File: src/rtl/sercomm_pkg.sv
package sercomm_pkg;

  // control byte, msb first
  typedef struct packed {
    logic       txe;
    logic       rxe;
    logic       stop2;
    logic       even;
    logic       par_on;
    logic [2:0] brg;
  } ctl_t;

  typedef enum logic [2:0] {
    SRC_D1   = 3'd0,
    SRC_D2   = 3'd1,
    SRC_D4   = 3'd2,
    SRC_D8   = 3'd3,
    SRC_D16  = 3'd4,
    SRC_D32  = 3'd5,
    SRC_EXT  = 3'd6,
    SRC_ALT  = 3'd7
  } baud_src_e;

  localparam int DEF_OSR = 16;

endpackage

File: src/rtl/sercomm_baud.sv
module sercomm_baud #(
  parameter int BASE_DIV = 13,
  parameter int ALT_DIV  = 96
) (
  input  logic       clk,
  input  logic       rst,
  input  logic [2:0] sel,
  input  logic       ext_tick,
  output logic       tick
);
  import sercomm_pkg::*;

  localparam int MAXDIV = (BASE_DIV * 32 > ALT_DIV) ? BASE_DIV * 32 : ALT_DIV;
  localparam int CW     = $clog2(MAXDIV + 1);

  logic [CW-1:0] div;
  logic [CW-1:0] cnt;

  // divider table computed by doubling the base ratio
  always_comb begin
    if (sel == SRC_ALT) div = CW'(ALT_DIV);
    else                div = CW'(BASE_DIV) << sel;
  end

  always_ff @(posedge clk) begin
    if (rst) begin
      cnt  <= '0;
      tick <= 1'b0;
    end else if (sel == SRC_EXT) begin
      cnt  <= '0;
      tick <= ext_tick;
    end else if (cnt >= div - CW'(1)) begin
      cnt  <= '0;
      tick <= 1'b1;
    end else begin
      cnt  <= cnt + CW'(1);
      tick <= 1'b0;
    end
  end

endmodule

File: src/rtl/sercomm_tx.sv
module sercomm_tx #(
  parameter int DW  = 8,
  parameter int OSR = 16
) (
  input  logic          clk,
  input  logic          rst,
  input  logic          tick,
  input  logic          en,
  input  logic          stop2,
  input  logic          par_on,
  input  logic          par_even,
  input  logic          wr,
  input  logic [DW-1:0] wdata,
  output logic          line,
  output logic          busy
);
  localparam int FW  = DW + 4;
  localparam int LW  = $clog2(FW + 1);
  localparam int TCW = $clog2(OSR);

  logic [DW-1:0]  hold;
  logic           pending;
  logic [FW-1:0]  sh;
  logic [FW-1:0]  frame;
  logic [LW-1:0]  left;
  logic [LW-1:0]  nbits;
  logic [TCW-1:0] tc;
  logic           start;

  always_comb begin
    frame         = '1;
    frame[0]      = 1'b0;
    frame[DW:1]   = hold;
    if (par_on) frame[DW+1] = par_even ? ^hold : ~^hold;
    nbits = LW'(DW + 2) + LW'(par_on) + LW'(stop2);
  end

  assign start = !busy && pending && en;
  assign line  = sh[0];

  always_ff @(posedge clk) begin
    if (rst) begin
      sh      <= '1;
      busy    <= 1'b0;
      pending <= 1'b0;
      hold    <= '0;
      left    <= '0;
      tc      <= '0;
    end else begin
      if (start) begin
        sh      <= frame;
        left    <= nbits;
        tc      <= '0;
        busy    <= 1'b1;
        pending <= 1'b0;
      end else if (busy && tick) begin
        if (tc == TCW'(OSR - 1)) begin
          tc   <= '0;
          sh   <= {1'b1, sh[FW-1:1]};
          left <= left - LW'(1);
          if (left == LW'(1)) busy <= 1'b0;
        end else begin
          tc <= tc + TCW'(1);
        end
      end
      if (wr) begin
        hold    <= wdata;
        pending <= 1'b1;
      end
    end
  end

endmodule

File: src/rtl/sercomm_rx.sv
module sercomm_rx #(
  parameter int DW  = 8,
  parameter int OSR = 16
) (
  input  logic          clk,
  input  logic          rst,
  input  logic          tick,
  input  logic          en,
  input  logic          par_on,
  input  logic          par_even,
  input  logic          line,
  output logic [DW-1:0] data,
  output logic          valid,
  output logic          par_err,
  output logic          frm_err,
  output logic          busy
);
  localparam int TCW = $clog2(OSR);
  localparam int IW  = $clog2(DW + 3);

  logic           s1, s2, prev;
  logic [TCW-1:0] tc;
  logic [IW-1:0]  idx;
  logic [IW-1:0]  stop_idx;
  logic [DW-1:0]  sh;
  logic           pe_l, ev_l, perr_l;
  logic           exp_par;

  assign stop_idx = IW'(DW + 1) + IW'(pe_l);
  assign exp_par  = ev_l ? ^sh : ~^sh;

  always_ff @(posedge clk) begin
    if (rst) begin
      s1 <= 1'b1; s2 <= 1'b1; prev <= 1'b1;
      busy <= 1'b0; tc <= '0; idx <= '0; sh <= '0;
      pe_l <= 1'b0; ev_l <= 1'b0; perr_l <= 1'b0;
      data <= '0; valid <= 1'b0; par_err <= 1'b0; frm_err <= 1'b0;
    end else begin
      s1    <= line;
      s2    <= s1;
      prev  <= s2;
      valid <= 1'b0;
      if (!busy) begin
        if (en && prev && !s2) begin
          busy   <= 1'b1;
          tc     <= '0;
          idx    <= '0;
          pe_l   <= par_on;
          ev_l   <= par_even;
          perr_l <= 1'b0;
        end
      end else if (tick) begin
        if (tc == TCW'(OSR - 1)) begin
          tc  <= '0;
          idx <= idx + IW'(1);
        end else begin
          tc <= tc + TCW'(1);
        end
        if (tc == TCW'(OSR / 2 - 1)) begin
          if (idx == '0) begin
            if (s2) busy <= 1'b0;
          end else if (idx <= IW'(DW)) begin
            sh <= {s2, sh[DW-1:1]};
          end else if (idx < stop_idx) begin
            perr_l <= (s2 != exp_par);
          end else begin
            data    <= sh;
            valid   <= 1'b1;
            par_err <= perr_l;
            frm_err <= !s2;
            busy    <= 1'b0;
          end
        end
      end
    end
  end

endmodule

File: src/rtl/sercomm_uart.sv
module sercomm_uart #(
  parameter int DW       = 8,
  parameter int OSR      = sercomm_pkg::DEF_OSR,
  parameter int BASE_DIV = 13,
  parameter int ALT_DIV  = 96
) (
  input  logic          clk,
  input  logic          rst,
  input  logic          cfg_we,
  input  logic [7:0]    cfg_wdata,
  input  logic          ext_tick,
  input  logic          txd_we,
  input  logic [DW-1:0] txd_data,
  output logic          tx_line,
  output logic          tx_busy,
  input  logic          rx_line,
  output logic [DW-1:0] rxd_data,
  output logic          rxd_valid,
  output logic          rx_par_err,
  output logic          rx_frm_err
);
  import sercomm_pkg::*;

  ctl_t       ctl_q;
  ctl_t       ctl_w;
  logic       tick;
  logic       en_tx, en_rx;
  logic [2:0] brg_sel;
  logic       rx_busy;

  assign ctl_w   = ctl_t'(cfg_wdata);
  assign en_tx   = ctl_q.txe;
  assign en_rx   = ctl_q.rxe;
  assign brg_sel = ctl_q.brg;

  // baud select is frozen while either direction is enabled
  always_ff @(posedge clk) begin
    if (rst) begin
      ctl_q <= '0;
    end else if (cfg_we) begin
      ctl_q.txe    <= ctl_w.txe;
      ctl_q.rxe    <= ctl_w.rxe;
      ctl_q.stop2  <= ctl_w.stop2;
      ctl_q.even   <= ctl_w.even;
      ctl_q.par_on <= ctl_w.par_on;
      if (!(ctl_q.txe || ctl_q.rxe)) ctl_q.brg <= ctl_w.brg;
    end
  end

  sercomm_baud #(.BASE_DIV(BASE_DIV), .ALT_DIV(ALT_DIV)) u_baud (
    .clk(clk), .rst(rst), .sel(brg_sel), .ext_tick(ext_tick), .tick(tick)
  );

  sercomm_tx #(.DW(DW), .OSR(OSR)) u_tx (
    .clk(clk), .rst(rst), .tick(tick), .en(en_tx),
    .stop2(ctl_q.stop2), .par_on(ctl_q.par_on), .par_even(ctl_q.even),
    .wr(txd_we), .wdata(txd_data), .line(tx_line), .busy(tx_busy)
  );

  sercomm_rx #(.DW(DW), .OSR(OSR)) u_rx (
    .clk(clk), .rst(rst), .tick(tick), .en(en_rx),
    .par_on(ctl_q.par_on), .par_even(ctl_q.even), .line(rx_line),
    .data(rxd_data), .valid(rxd_valid), .par_err(rx_par_err),
    .frm_err(rx_frm_err), .busy(rx_busy)
  );

endmodule

File: config.mk
export PLATFORM = sky130hd
export DESIGN_NAME = sercomm_uart
export DESIGN_NICKNAME = d
export VERILOG_FILES = /design/src/rtl/sercomm_pkg.sv /design/src/rtl/sercomm_baud.sv /design/src/rtl/sercomm_tx.sv /design/src/rtl/sercomm_rx.sv /design/src/rtl/sercomm_uart.sv
export SDC_FILE = /design/constraint.sdc
export NUM_CORES = 1
export LEC_CHECK = 0
export BUFFER_PORTS_ARGS = -buffer_cell sky130_fd_sc_hd__buf_4
export CAP_MARGIN = 10
export CORE_MARGIN = 1
export CORE_UTILIZATION = 57
export DETAILED_ROUTE_END_ITERATION = 7
export GPL_TIMING_DRIVEN = 0
export PLACE_DENSITY = 0.77
export SLEW_MARGIN = 5
export SYNTH_ARGS = -nofsm -noshare
export SYNTH_HDL_FRONTEND = slang
export SYNTH_SLANG_ARGS = --single-unit
File: constraint.sdc
create_clock -name clk -period 3.59 [get_ports clk]
set_clock_uncertainty 0.1 [all_clocks]
set_input_delay 1.077 -clock clk [delete_from_list [all_inputs] [get_ports clk]]
set_output_delay 1.077 -clock clk [all_outputs]
set_load 0.02 [all_outputs]
==> impl_metrics.env <==
export IMPL_power_leakage_nw=1.89
export IMPL_irDropWorstVdd_mv=0.288
export IMPL_via_count=3251
export IMPL_synth_async_reset_ratio_pct=0
export IMPL_layout_min_cycle_time_ps=3360
export IMPL_synth_avg_cell_area_um2=8.79
export IMPL_coreArea_um2=6790
export IMPL_synth_top_area_share_pct=40.1
export IMPL_htreeDepth=3
export IMPL_syn_inst=454
export IMPL_max_cap_violations=0
export IMPL_synth_edf_count=0
export IMPL_drt_iter0_markers=95
export IMPL_yosys_area_top_type="dfxtp_1"
export IMPL_setup_viol_count_final=0
export IMPL_synth_top_family_by_area="simple AND/OR/NAND/NOR gates"
export IMPL_clkTransAtPathRegs_ps=80
export IMPL_stdcell_area_um2=4570
export IMPL_dpl_cell_area_um2=4350
export IMPL_n_antenna_cell=0
export IMPL_area_growth_pct=14.4
export IMPL_cp_required_ps=3740
export IMPL_hpwl_mm=6.03
export IMPL_ant_nets=0
export IMPL_synthSimpleGateAreaFrac_pct=22.0
export IMPL_rsz0062_at_grt="false"
export IMPL_post_cts_buffers=0
export IMPL_gp_congestion=0.918
export IMPL_max_freq_mhz=298
export IMPL_tightest_slew_ps=641
export IMPL_io_pins=35
export IMPL_yosysMostFrequentCell="dfxtp_1"
export IMPL_drc=0
export IMPL_r2r_cells=13
export IMPL_final_max_slew_viol_count=0
export IMPL_synth_compound_area_share_pct=10.7
export IMPL_grt_usage_pct=23.8
export IMPL_synth_top_cells_by_count="80 x dfxtp_1, 57 x nor2_1, 43 x nand2_1"
export IMPL_cts_buffers=9
export IMPL_syn_cell_area_um2=3990
export IMPL_cts_tree="done"
export IMPL_cts_resized=0
export IMPL_status="finished, final reports clean"
export IMPL_first_pass_iters=5
export IMPL_power_density_nw_per_um2=404
export IMPL_antenna_found_initial=0
export IMPL_synth_area_leaders="dfxtp_1 40%, ha_1 7.5%, mux2i_1 6.5%"
export IMPL_vias_per_cell=5.46
export IMPL_drive_above_1_share_pct=14.8
export IMPL_ctsHoldBuffers=0
export IMPL_die_y_um=85.7
export IMPL_cp_max_fo=10
export IMPL_io_buffers=31
export IMPL_overflow=0
export IMPL_syn_nets=500
export IMPL_nNetsFinal=542
export IMPL_start_util_pct=58.8
export IMPL_grt_max_degree=14
export IMPL_seq_area_frac_synth_pct=40.1
export IMPL_cts_max_path_buffers=2
export IMPL_detail_route_wirelength_mm=8.23
export IMPL_finalSetupTns_ps=0
export IMPL_synth_top_flop_cell="dfxtp_1"
export IMPL_start_kind="flip-flop"
export IMPL_synthMuxAreaShare_pct=6.52
export IMPL_cts_root_buf="clkbuf_8"
export IMPL_synth_fa_ha_area_share_pct=7.52
export IMPL_grt_pass1_wl_mm=13.7
export IMPL_synth_cell_type_count=50
export IMPL_die_area_um2=7340
export IMPL_num_rows=30
export IMPL_maxSlewHeadroom_pct=57.1
export IMPL_synth_xor_area_share_pct=8.81
export IMPL_min_path_cells=1
export IMPL_cts_sinks=80
export IMPL_end_kind="flip-flop"
export IMPL_crit_type="flip-flop to flip-flop"
export IMPL_grt_pass1_vias=3052
export IMPL_report_final_hold_viol_count=0
export IMPL_clock_latency_ps=360
export IMPL_crit_arrival_ps=3510
export IMPL_chipWidth_um=85.7
export IMPL_synth_warning_count=0
export IMPL_post_drt_wl_per_cell_um=13.8
export IMPL_finalCritPeriodShare_pct=93.5
export IMPL_hp_class="flip-flop to flip-flop"
export IMPL_yosys_register_bits=80
-- cell usage in the layout (no fill, tap or decap), drive strengths merged, types with 4 or more instances in the layout --
| cell | count |
|---|---|
| or2 | 15 |
| buf | 42 |
| nor2 | 57 |
| xnor2 | 26 |
| nand2 | 44 |
| inv | 15 |
| nor3b | 5 |
| a31oi | 11 |
| clkbuf | 22 |
| ha | 24 |
| dfxtp | 80 |
| nand4 | 5 |
| a211oi | 4 |
| xor2 | 12 |
| mux2i | 26 |
| o21ai | 6 |
| a21oi | 31 |
| nor3 | 14 |
| nand3 | 20 |
-- cell type report --
cell class                 instances  area, µm²
multi-input combinational        335       2230
fill                             560       2220
sequential                        80       1600
timing repair buffer              31        233
clock buffer                       9        124
tap                               96        120
buffer                            24        115
clock inverter                     5       83.8
inverter                          15       56.3
-- path summary, 6_finish.rpt --
check                endpoint  slack [ps]        from
setup / recovery  u_baud.tick         230  brg_sel[0]
setup reg to reg  u_baud.tick         230  brg_sel[0]
hold reg to reg       u_rx.s2         310     u_rx.s1
hold / removal        u_rx.s2         310     u_rx.s1
-- power by group --
group / switching, mW / internal (mW)
Clock: 0.320 / 0.385
Combinational: 0.110 / 0.0925
Sequential: 0.0262 / 0.912
-- kinds of logic (layout without fill, tap and decap cells) --
group,Yosys count,in the layout
xor+xnor,38,38
simple gates,180,180
fa+ha+maj,24,24
flops,80,80
compound gates,67,67
mux,26,26
buf+inv,39,84
-- per-layer routing --
| layer | GRT usage, % | routed length (µm) | part of all wire [%] |
|---|---|---|---|
| met3 | 5.00 | 318 | 3.9 |
| met4 | 8.64 | 152 | 1.8 |
| met1 | 28.8 | 3730 | 45 |
| met2 | 41.6 | 4020 | 49 |
| met5 | 0 | 0 | 0 |
-- per-stage QoR --
step / std cells / util [%] / total power [mW] / setup WS, ps / hold slack [ps]
after floorplan: 454 / - / 1.10 / 656 / 289
after global placement: 581 / 64.0 / 1.15 / 336 / 299
after detailed placement: 581 / 64.0 / 1.15 / 168 / 294
after CTS: 595 / 67.0 / 1.85 / 123 / 314
after global routing: 595 / 67.3 / 1.92 / 21.6 / 335
final: 595 / 67.3 / 1.85 / 233 / 313
-- state kept, by name (all words and copies together), names as in the netlist, 3 cells and up --
name and count:
brg_sel 3, ctl_q 3, u_baud.cnt 9, u_rx.data 8, u_rx.idx 4, u_rx.sh 8, u_rx.tc 4, u_tx.hold 8
u_tx.left 4, u_tx.sh 10, u_tx.tc 4
-- worst max-delay path, stage by stage (launching register included) --
cell and delay [ps]:
dfxtp_1 460, inv_1 130, ha_1 270, nand2_1 120, ha_1 270, nand3_1 170
nor4_2 250, a211oi_1 110, ha_1 320, a21o_1 160, a21o_1 190, a221oi_2 320
o211ai_4 200, and2_1 170
Note: power is estimated with default switching activity, not from simulation.
